[config.mk]
export PLATFORM = sky130hd
export DESIGN_NAME = skew_opgen
export DESIGN_NICKNAME = d
export VERILOG_FILES = /design/src/rtl/ogen_pkg.sv /design/src/rtl/ogen_lfsr.sv /design/src/rtl/ogen_class_pick.sv /design/src/rtl/ogen_shaper.sv /design/src/rtl/skew_opgen.sv
export SDC_FILE = /design/constraint.sdc
export NUM_CORES = 1
export LEC_CHECK = 0
export BUFFER_PORTS_ARGS = -buffer_cell sky130_fd_sc_hd__buf_2
export CAP_MARGIN = 20
export CORE_MARGIN = 3
export CORE_UTILIZATION = 25
export CTS_CLUSTER_DIAMETER = 60
export CTS_CLUSTER_SIZE = 25
export DETAILED_ROUTE_END_ITERATION = 6
export SYNTH_ARGS = -nofsm -noshare
export SYNTH_HDL_FRONTEND = slang
export SYNTH_SLANG_ARGS = --single-unit
[constraint.sdc]
create_clock -name clk -period 6.55 [get_ports clk]
set_input_delay 1.31 -clock clk [delete_from_list [all_inputs] [get_ports clk]]
set_output_delay 1.31 -clock clk [all_outputs]
set_load 0.01 [all_outputs]
[src/rtl/ogen_pkg.sv]
package ogen_pkg;

    localparam int FP_W  = 64;
    localparam int EXP_W = 11;
    localparam int MAN_W = 52;

    localparam logic [EXP_W-1:0] EXP_ONES   = '1;
    localparam logic [EXP_W-1:0] EXP_MAXFIN = EXP_ONES - 1'b1;

    // control word layout
    localparam int F_SIGN    = 8;
    localparam int F_OFF_LO  = 9;
    localparam int F_OFF_DIR = 15;
    localparam int F_RS_LO   = 16;
    localparam int F_RL_LO   = 22;
    localparam int F_BG      = 28;
    localparam int F_SK_LO   = 29;

    typedef enum logic [2:0] {
        CLS_UNI  = 3'd0,
        CLS_CORR = 3'd1,
        CLS_RUN  = 3'd2,
        CLS_MIR  = 3'd3,
        CLS_SPEC = 3'd4
    } opclass_t;

    typedef enum logic [1:0] {
        ST_ANCHOR = 2'd0,
        ST_PICK   = 2'd1,
        ST_BUILD  = 2'd2,
        ST_OFFER  = 2'd3
    } gen_state_t;

    function automatic logic [EXP_W-1:0] legal_exp(input logic [EXP_W-1:0] raw);
        if (raw == '0)
            return EXP_W'(1);
        else if (raw == EXP_ONES)
            return EXP_MAXFIN;
        else
            return raw;
    endfunction

endpackage

[src/rtl/ogen_lfsr.sv]
module ogen_lfsr #(
    parameter int          W         = 64,
    parameter int          STEPS     = 64,
    parameter logic [63:0] BOOT_SEED = 64'h9E37_79B9_7F4A_7C15
) (
    input  logic         clk,
    input  logic         rst_n,
    input  logic         load,
    input  logic [W-1:0] seed,
    input  logic         advance,
    output logic [W-1:0] word
);
    logic [W-1:0] state_q;
    logic [W-1:0] leap;

    // x^64 + x^63 + x^61 + x^60 + 1, stepped STEPS times per clock
    always_comb begin
        leap = state_q;
        for (int i = 0; i < STEPS; i++) begin
            leap = {leap[W-2:0], leap[W-1] ^ leap[W-2] ^ leap[W-4] ^ leap[W-5]};
        end
    end

    always_ff @(posedge clk) begin
        if (!rst_n)
            state_q <= BOOT_SEED[W-1:0];
        else if (load)
            state_q <= (seed == '0) ? BOOT_SEED[W-1:0] : seed;
        else if (advance)
            state_q <= leap;
    end

    assign word = state_q;

    assert_state_nonzero_R9: assert property (@(posedge clk) disable iff (!rst_n)
        state_q != '0);

endmodule

[src/rtl/ogen_class_pick.sv]
module ogen_class_pick
    import ogen_pkg::*;
#(
    parameter int SEL_W = 8,
    parameter int NTHR  = 4
) (
    input  logic [SEL_W-1:0]           draw,
    input  logic [NTHR-1:0][SEL_W-1:0] thr,
    output opclass_t                   cls
);
    // first threshold (lowest index) exceeding the draw wins
    always_comb begin
        cls = CLS_SPEC;
        for (int k = NTHR - 1; k >= 0; k--) begin
            if (draw < thr[k])
                cls = opclass_t'(3'(k));
        end
    end

endmodule

[src/rtl/ogen_shaper.sv]
module ogen_shaper
    import ogen_pkg::*;
#(
    parameter int WIN_W = 6
) (
    input  opclass_t         cls,
    input  logic [FP_W-1:0]  ctrl,
    input  logic [FP_W-1:0]  mw,
    input  logic [EXP_W-1:0] anc_exp,
    input  logic [MAN_W-1:0] anc_man,
    input  logic [WIN_W-1:0] win,
    output logic [FP_W-1:0]  value
);
    localparam int EW2 = EXP_W + 2;

    logic             sgn;
    logic [WIN_W-1:0] off;
    logic [EW2-1:0]   base;
    logic [EW2-1:0]   delta;
    logic [EW2-1:0]   e_wide;
    logic [EXP_W-1:0] e_near;
    logic [5:0]       st6;
    logic [6:0]       rs;
    logic [6:0]       rlen;
    logic [7:0]       rend;
    logic [MAN_W-1:0] run_man;
    logic [FP_W-1:0]  special;

    assign sgn = ctrl[F_SIGN];

    // exponent near the anchor, clamped into the normal range
    always_comb begin
        off    = ctrl[F_OFF_LO +: WIN_W] & win;
        base   = {2'b00, anc_exp};
        delta  = EW2'(off);
        e_wide = ctrl[F_OFF_DIR] ? (base - delta) : (base + delta);
        if (e_wide[EW2-1] || e_wide == '0)
            e_near = EXP_W'(1);
        else if (e_wide > EW2'(EXP_MAXFIN))
            e_near = EXP_MAXFIN;
        else
            e_near = e_wide[EXP_W-1:0];
    end

    // one run of inverted bits over a constant background
    always_comb begin
        st6  = ctrl[F_RS_LO +: 6];
        rs   = (st6 > 6'd51) ? (7'(st6) - 7'd12) : 7'(st6);
        rlen = 7'(ctrl[F_RL_LO +: 6]) + 7'd1;
        rend = 8'(rs) + 8'(rlen);
        for (int i = 0; i < MAN_W; i++) begin
            run_man[i] = ctrl[F_BG] ^ ((8'(i) >= 8'(rs)) && (8'(i) < rend));
        end
    end

    always_comb begin
        unique case (ctrl[F_SK_LO +: 3])
            3'd0: special = {sgn, {EXP_W{1'b0}}, {MAN_W{1'b0}}};
            3'd1: special = {sgn, EXP_ONES, {MAN_W{1'b0}}};
            3'd2: special = {sgn, EXP_ONES, 1'b1, mw[MAN_W-2:0]};
            3'd3: special = {sgn, EXP_ONES, 1'b0, mw[MAN_W-2:1], 1'b1};
            3'd4: special = {sgn, {EXP_W{1'b0}}, mw[MAN_W-1:1], 1'b1};
            3'd5: special = {sgn, EXP_W'(1), {MAN_W{1'b0}}};
            3'd6: special = {sgn, EXP_MAXFIN, {MAN_W{1'b1}}};
            default: special = {sgn, {EXP_W{1'b0}}, MAN_W'(1)};
        endcase
    end

    always_comb begin
        unique case (cls)
            CLS_UNI:  value = mw;
            CLS_CORR: value = {sgn, e_near, mw[MAN_W-1:0]};
            CLS_RUN:  value = {sgn, e_near, run_man};
            CLS_MIR:  value = {sgn, anc_exp, anc_man};
            CLS_SPEC: value = special;
            default:  value = mw;
        endcase
    end

endmodule

[src/rtl/skew_opgen.sv]
module skew_opgen
    import ogen_pkg::*;
#(
    parameter int          SEL_W     = 8,
    parameter int          WIN_W     = 6,
    parameter int          STEPS     = 64,
    parameter logic [63:0] BOOT_SEED = 64'h9E37_79B9_7F4A_7C15,
    parameter logic [7:0]  THR0_INIT = 8'd52,
    parameter logic [7:0]  THR1_INIT = 8'd104,
    parameter logic [7:0]  THR2_INIT = 8'd156,
    parameter logic [7:0]  THR3_INIT = 8'd208,
    parameter logic [5:0]  WIN_INIT  = 6'd4
) (
    input  logic             clk,
    input  logic             rst_n,
    input  logic             seed_load,
    input  logic [63:0]      seed_in,
    input  logic             cfg_we,
    input  logic [2:0]       cfg_addr,
    input  logic [SEL_W-1:0] cfg_wdata,
    output logic             out_valid,
    input  logic             out_ready,
    output logic [63:0]      op_a,
    output logic [63:0]      op_b,
    output logic [63:0]      op_c,
    output logic [2:0]       cls_a,
    output logic [2:0]       cls_b,
    output logic [2:0]       cls_c
);
    localparam int NSLOT = 3;
    localparam int NTHR  = 4;
    localparam int IDX_W = $clog2(NSLOT);
    localparam logic [IDX_W-1:0] LAST_SLOT = IDX_W'(NSLOT - 1);
    localparam logic [2:0] ADDR_WIN = 3'(NTHR);

    gen_state_t st_q, st_d;

    logic [FP_W-1:0]              word;
    logic                         lfsr_adv;
    logic                         take;
    logic [NTHR-1:0][SEL_W-1:0]   thr_q;
    logic [WIN_W-1:0]             win_q;
    logic [EXP_W-1:0]             anc_exp_q;
    logic [MAN_W-1:0]             anc_man_q;
    logic [FP_W-1:0]              ctrl_q;
    opclass_t                     cls_q;
    opclass_t                     cls_pick;
    logic [IDX_W-1:0]             slot_q;
    logic [FP_W-1:0]              shaped;
    logic [NSLOT-1:0][FP_W-1:0]   val_q;
    logic [NSLOT-1:0][2:0]        tag_q;

    // ---------------- state register ----------------
    always_ff @(posedge clk) begin
        if (!rst_n)
            st_q <= ST_ANCHOR;
        else
            st_q <= st_d;
    end

    // ---------------- next state ----------------
    always_comb begin
        st_d = st_q;
        if (seed_load) begin
            st_d = ST_ANCHOR;
        end else begin
            unique case (st_q)
                ST_ANCHOR: st_d = ST_PICK;
                ST_PICK:   st_d = ST_BUILD;
                ST_BUILD:  st_d = (slot_q == LAST_SLOT) ? ST_OFFER : ST_PICK;
                ST_OFFER:  st_d = out_ready ? ST_ANCHOR : ST_OFFER;
                default:   st_d = ST_ANCHOR;
            endcase
        end
    end

    // ---------------- state outputs ----------------
    always_comb begin
        out_valid = (st_q == ST_OFFER);
        lfsr_adv  = (st_q != ST_OFFER);
        take      = out_valid && out_ready;
    end

    ogen_lfsr #(
        .W(FP_W), .STEPS(STEPS), .BOOT_SEED(BOOT_SEED)
    ) u_lfsr (
        .clk(clk), .rst_n(rst_n), .load(seed_load), .seed(seed_in),
        .advance(lfsr_adv), .word(word)
    );

    ogen_class_pick #(.SEL_W(SEL_W), .NTHR(NTHR)) u_pick (
        .draw(word[SEL_W-1:0]), .thr(thr_q), .cls(cls_pick)
    );

    ogen_shaper #(.WIN_W(WIN_W)) u_shape (
        .cls(cls_q), .ctrl(ctrl_q), .mw(word),
        .anc_exp(anc_exp_q), .anc_man(anc_man_q), .win(win_q),
        .value(shaped)
    );

    // ---------------- configuration ----------------
    always_ff @(posedge clk) begin
        if (!rst_n) begin
            thr_q <= {THR3_INIT, THR2_INIT, THR1_INIT, THR0_INIT};
            win_q <= WIN_INIT;
        end else if (cfg_we) begin
            if (cfg_addr < ADDR_WIN)
                thr_q[cfg_addr[IDX_W-1:0]] <= cfg_wdata;
            else if (cfg_addr == ADDR_WIN)
                win_q <= cfg_wdata[WIN_W-1:0];
        end
    end

    // ---------------- anchor, control and slot index ----------------
    always_ff @(posedge clk) begin
        if (!rst_n) begin
            anc_exp_q <= EXP_W'(1);
            anc_man_q <= '0;
            ctrl_q    <= '0;
            cls_q     <= CLS_UNI;
            slot_q    <= '0;
        end else if (seed_load) begin
            slot_q <= '0;
        end else begin
            unique case (st_q)
                ST_ANCHOR: begin
                    anc_exp_q <= legal_exp(word[FP_W-2 -: EXP_W]);
                    anc_man_q <= word[MAN_W-1:0];
                    slot_q    <= '0;
                end
                ST_PICK: begin
                    ctrl_q <= word;
                    cls_q  <= cls_pick;
                end
                ST_BUILD: slot_q <= (slot_q == LAST_SLOT) ? '0 : slot_q + 1'b1;
                default: ;
            endcase
        end
    end

    // ---------------- per-slot operand registers ----------------
    for (genvar g = 0; g < NSLOT; g++) begin : g_slot
        always_ff @(posedge clk) begin
            if (!rst_n) begin
                val_q[g] <= '0;
                tag_q[g] <= CLS_UNI;
            end else if (!seed_load && st_q == ST_BUILD && slot_q == IDX_W'(g)) begin
                val_q[g] <= shaped;
                tag_q[g] <= cls_q;
            end
        end
    end

    assign op_a  = val_q[0];
    assign op_b  = val_q[1];
    assign op_c  = val_q[2];
    assign cls_a = tag_q[0];
    assign cls_b = tag_q[1];
    assign cls_c = tag_q[2];

    // ---------------- assertions ----------------
    assert_hold_stable_R7: assert property (@(posedge clk) disable iff (!rst_n)
        (out_valid && !out_ready && !seed_load) |=>
            (out_valid && $stable(op_a) && $stable(op_b) && $stable(op_c)
             && $stable(cls_a) && $stable(cls_b) && $stable(cls_c)));

    assert_new_only_on_take_R8: assert property (@(posedge clk) disable iff (!rst_n)
        take |=> !out_valid);

    assert_tag_legal_R1: assert property (@(posedge clk) disable iff (!rst_n)
        out_valid |-> (cls_a <= 3'd4 && cls_b <= 3'd4 && cls_c <= 3'd4));

    assert_mirror_match_R5: assert property (@(posedge clk) disable iff (!rst_n)
        (out_valid && cls_a == CLS_MIR && cls_b == CLS_MIR) |-> (op_a[62:0] == op_b[62:0]));

    assert_corr_exp_legal_R3: assert property (@(posedge clk) disable iff (!rst_n)
        (out_valid && cls_c == CLS_CORR) |-> (op_c[62:52] != '0 && op_c[62:52] != '1));

endmodule

# Word-level counts from Yosys, hierarchy flattened
# Cells that the tools add are included.
# classes
n_eq_ne	18
mux	23
reduce_logical	72
addsub	6
order_cmp	113
bitwise	248
# op_table
cell	count
$pmux W63 S7	1
$pmux W64 S4	1
$xor A1 B1 Y1	244
$mux W64	3
$lt A6 B8 Y1 const A	20
$ge A6 B7 Y1 const A	20
$lt A5 B8 Y1 const A	16
$ge A5 B7 Y1 const A	16
$logic_not A64 Y1	1
$lt A4 B8 Y1 const A	8
$logic_and A1 B1 Y1	57
$ge A4 B7 Y1 const A	8
$mux W11	4
$bwmux W32	1
$lt A3 B8 Y1 const A	4
$lt A8 B8 Y1	4
$ge A3 B7 Y1 const A	4
$demux W8 S2	1
$lt A1 B8 Y1 const A	2
$lt A2 B8 Y1 const A	2
$eq A3 B3 Y1 const B	5
$ge A1 B7 Y1 const A	2
$ge A2 B7 Y1 const A	2
$gt A13 B11 Y1 const B	1
35 further kinds	53
# totals
wordCells	498
ff_bits	405
out_inout_bits	202

# Depth between registers and ports, before layout
# logic_depth
word_depth	8
mapped_depth	20
ltp_nobuf	16

# Modules after synthesis
# From an unflattened synthesis, not the netlist that was laid out.
# hier_totals
cells_unflattened	3084
hier_area_um2	24725.0
# modules_own_cells
module	cells_per_inst	n_inst	area_per_inst_um2	seq_area_each_um2
skew_opgen	1661	1	14682.8	7467.2
ogen_shaper	806	1	4917.2	0.0
ogen_lfsr	522	1	4362.9	1281.2
ogen_class_pick	95	1	762.0	0.0

# Worst setup path before layout
# No wires, ideal clock.
# synth_timing
path_type	register to register
from	reg ctrl_q[18]
to	reg val_q (netlist bit op_a[40])
setup_ns	0.126
t_arrival_ns	3.878
path_slack_ns	2.546
stages_incl_launch_ff	20
n_path_buf	3
required_time_ns	6.424
path_cell_list	dfxtp_1 -> inv_1 -> ha_1 -> and3b_1 -> buf_2 -> nand2_1 -> xnor2_2 -> inv_2 -> ha_1 -> a21oi_2 -> a21oi_1 -> or3_1 -> and2_1 -> buf_2 -> or3_4 -> buf_6 -> nand2_1 -> mux2i_1 -> o32ai_2 -> o21ai_1
# synth_via
elab_chain_len	7
# synth_rtl
element	line_no	rtl
start, declared	skew_opgen.sv:45	logic [FP_W-1:0] ctrl_q;
start signal, assigned	skew_opgen.sv:132	ctrl_q <= word;
$sub A6 B4 Y7 / $gt A6 B6 Y1 (equally long branches)	ogen_shaper.sv:48	rs = (st6 > 6'd51) ? (7'(st6) - 7'd12) : 7'(st6);
$mux W7 (*)	ogen_shaper.sv:48	
$add A7 B7 Y8	ogen_shaper.sv:50	rend = 8'(rs) + 8'(rlen);
$lt A6 B8 Y1	ogen_shaper.sv:52	run_man[i] = ctrl[F_BG] ^ ((8'(i) >= 8'(rs)) && (8'(i) < rend));
$logic_and A1 B1 Y1 (*)	ogen_shaper.sv:52	
$xor A1 B1 Y1 (*)	ogen_shaper.sv:52	
$pmux W64 S4 (*)	ogen_shaper.sv:70	unique case (cls)
end signal, assigned by index	skew_opgen.sv:148	val_q[g] <= shaped;
end, declared	skew_opgen.sv:50	logic [NSLOT-1:0][FP_W-1:0] val_q;
# Mark *: on every way between the ends. The rest lies on a longest branch, timed or not.
# A chain may end at the register's enable or synchronous reset.

# Worst setup path in the final report
# layout_timing
from	reg ctrl_q[18]
to	reg val_q (netlist bit op_a[32])
# Same word-level chain as after synthesis.

==> results.json <==
{
  "ir_worst_vdd_mv": 0.138,
  "layout_setup_ws_ns": 1.14,
  "most-common-layout-cells": "420 x nand2_1, 397 x dfxtp_1, 281 x a21oi_1",
  "finalHoldViolCount": 0,
  "dr_total_vias": 21900,
  "setup_viol": 0,
  "end_kind": "flop",
  "ys_seq_area_share_pct": 36.5,
  "max_clock_freq_mhz": 185,
  "p_int_mw": 4.94,
  "ctsHoldBuffers": 0,
  "path_cells": "inv_1 -> ha_1 -> and3b_1 -> nand2_1 -> xnor2_2 -> inv_2 -> ha_1 -> a21oi_2 -> a21oi_1 -> o21ai_0 -> nand4bb_1 -> o311ai_0 -> mux2i_1 -> nor2_1 -> o41ai_1",
  "synth_top_area_share_pct": 36.5,
  "hold_path_class": "reg -> reg",
  "final_nets": 3093,
  "fin_setup_tns_ns": 0,
  "powerDensity_mw_per_mm2": 308,
  "overflow": 0,
  "grt_pass1_wl_um": 133000,
  "path_common_cell": "ha_1",
  "placed_cell_area_sq_mm": 0.0240,
  "p_seq_share_pct": 39.3,
  "first_global_vias": 20600,
  "avgRoutedWirePerCell_um": 21.7,
  "tightest_slew_ns": 1.02,
  "hpwl_um": 64300,
  "ios": 282,
  "io_buffer_count": 281,
  "rsz0062_at_grt": "no",
  "synth_edf_count": 0,
  "antenna_found_initial": 1,
  "power.share.clock_pct": 35.0,
  "initial_core_util_pct": 25.4,
  "drt.antenna.violating_nets": 0,
  "postSynth.asyncResetShare_pct": 0,
  "p_sw_share_pct": 37.3,
  "cts_resized": 0,
  "synth-seq-cells": 397,
  "initialDrtViolationCount": 1946,
  "drive_above_1_share_pct": 15.5,
  "routed_wl_um": 89500,
  "cts.htree.levels": 2,
  "maxCapViolCount": 0,
  "p_switching_mw": 2.94,
  "comb_power_share_pct": 25.8,
  "r2r-start": "ctrl_q[18]$_SDFFE_PN0P_",
  "cts_buffers": 43,
  "gp_congestion": 0.998,
  "fp.dieW_um": 301,
  "clockBufferDepth": 3,
  "core_area_sq_mm": 0.0858,
  "final_cells": 4128,
  "skew_ns": 0.0343,
  "period_needed_ns": 5.41,
  "dp_cells": 4047,
  "drt_pass1_iterations": 5,
  "path_class": "reg -> reg",
  "reg2reg_slack_ns": 1.14,
  "synth_cells": 2860,
  "clock_latency_ns": 0.61,
  "min_path_cells": 2,
  "yosysWarnings": 0,
  "stdcell_area_sq_mm": 0.0256,
  "whs_ns": 0.452,
  "holdPathEnd": "cls_b[0]$_SDFFE_PN0P_",
  "grt_max_degree": 86,
  "yosysTopAreaCell": "dfxtp_1",
  "die_h_um": 301,
  "grt_usage_pct": 19.0,
  "ys_types": 80,
  "die_area_sq_mm": 0.0907,
  "viasPerCell": 5.30,
  "areaGrowthSynthToFinish_pct": 17.6,
  "cts_sinks": 397,
  "avgSynthCellArea_sq_um": 7.62,
  "status": "completed",
  "report.final.slew_viol_count": 0,
  "final_common_cell": "nand2_1",
  "cts-root-buf": "clkbuf_16",
  "arrival_ns": 5.90,
  "crit_fanout": 17,
  "fin_crit_sh_pct": 82.7,
  "cp_slowest_cell": "o311ai_0",
  "timing.rr.end": "op_a[32]$_SDFFE_PN0P_",
  "r2r_cells": 15,
  "std_cell_rows": 107,
  "cts_setup_buffers": 0,
  "power.leakage_nw": 9.90,
  "required_ns": 7.04,
  "pre_cts_ws_ns": 1.28,
  "synth.net_count": 3005,
  "slew_headroom_pct": 31.8,
  "drcViolationCount": 0,
  "synthFlopType": "dfxtp_1",
  "synth.area.top_cells": "dfxtp_1 36%, nand2_1 7.3%, a21oi_1 6.5%, xnor2_1 4.8%, clkbuf_1 4.5%",
  "min_from": "cls_b[0]$_SDFFE_PN0P_",
  "cp-start-kind": "flop",
  "cts_tree": "yes",
  "clk_pin_slew_ns": 0.08,
  "synth_area_sq_mm": 0.0218,
  "max_stage_delay_ns": 0.91
}
==> worst max-delay path by stage <==
stage / startpoint / end / slack, ns
2_1_floorplan: ctrl_q[18]$_SDFFE_PN0P_ / op_a[40]$_SDFFE_PN0P_ / 2.55
3_3_place_gp: ctrl_q[18]$_SDFFE_PN0P_ / op_a[32]$_SDFFE_PN0P_ / 1.41
3_5_place_dp: ctrl_q[18]$_SDFFE_PN0P_ / op_b[32]$_SDFFE_PN0P_ / 1.28
4_1_cts: ctrl_q[18]$_SDFFE_PN0P_ / op_a[32]$_SDFFE_PN0P_ / 1.23
5_1_grt: ctrl_q[18]$_SDFFE_PN0P_ / op_a[32]$_SDFFE_PN0P_ / 0.79
6_report: ctrl_q[18]$_SDFFE_PN0P_ / op_a[32]$_SDFFE_PN0P_ / 1.14
==> power groups by stage <==
stage          Clock, mW  Combinational (mW)  Sequential (mW)
2_1_floorplan          0                1.76             2.71
3_3_place_gp           0                1.99             3.15
3_5_place_dp           0                2.01             3.15
4_1_cts             2.81                2.02             3.09
5_1_grt             2.90                2.25             3.11
6_report            2.76                2.03             3.09
==> per-layer routing <==
metal / up-vias / share of wire (%) / track usage (%)
li1: 10300 / - / -
met2: 883 / 46 / 30.8
met4: 0 / 6.3 / 10.5
met3: 233 / 6.5 / 2.97
met5: - / 0 / 0
met1: 10500 / 41 / 23.9
==> critical path: cells and delay by family, from the launching register on <==
kind	cells	cell delay, ns
XOR/XNOR	1	0.41
AO/OA/AOI/OAI	5	1.83
flip-flops	1	0.42
adder cells (fa/ha/maj)	2	0.63
buffers and inverters	2	0.38
AND/OR/NAND/NOR	4	1.35
multiplexers	1	0.28
==> synth_stat cells (4+ instances only) <==
cell	count
nor4_1	20
nor2b_1	16
xor2_1	44
or2_2	7
o21ai_0	150
a211oi_1	45
o41ai_1	42
a221oi_1	8
inv_2	5
o31ai_1	33
o221a_2	9
a21o_1	12
buf_1	12
and2_1	7
o22ai_1	66
o21a_1	8
buf_2	11
mux2i_1	43
ha_1	62
and3_1	6
nand4_1	7
dfxtp_1	397
o32ai_1	9
o22a_1	22
o221ai_1	18
nor2_1	234
or3_1	18
a221o_1	4
nand3_1	173
nand2_1	422
xnor2_1	120
o21ai_1	9
clkbuf_1	262
o211ai_1	66
inv_1	61
nor3_1	48
a211o_1	4
a31oi_1	11
a21oi_1	281
a311oi_1	19
nand2b_1	13
==> flip-flops by register name, summed over array words and instances (netlist names) <==
signal,cells
cls_c,3
cls_b,3
anc_man_q,52
cls_q,3
st_q,2
op_a,64
win_q,6
op_c,64
ctrl_q,24
thr_q,32
op_b,64
slot_q,2
anc_exp_q,11
cls_a,3
u_lfsr.word,64
==> cell type report <==
type,instances,area (sq um)
clock buffers,47,1120
repair buffers,331,1790
multi-input cells,2107,12600
fillers,9240,60200
diodes,1,2.50
clock inverters,33,502
inverters,68,260
well taps,1144,1430
flip-flops and latches,397,7950
==> cells by family after synthesis <==
logic type | after synthesis | share of synthesized area, %
buf+inv | 356 | 6.28
fa+ha+maj | 65 | 3.84
flops | 397 | 36.5
mux | 44 | 2.03
xor+xnor | 166 | 6.74
compound gates | 842 | 24.7
simple gates | 990 | 19.9
==> stage by stage <==
step	total power, mW	utilization [%]
2_1_floorplan	4.46	-
3_3_place_gp	5.14	27.9
3_5_place_dp	5.16	28.0
4_1_cts	7.92	29.8
5_1_grt	8.26	29.8
6_report	7.88	29.8
Power figures use the tool's default switching activity.
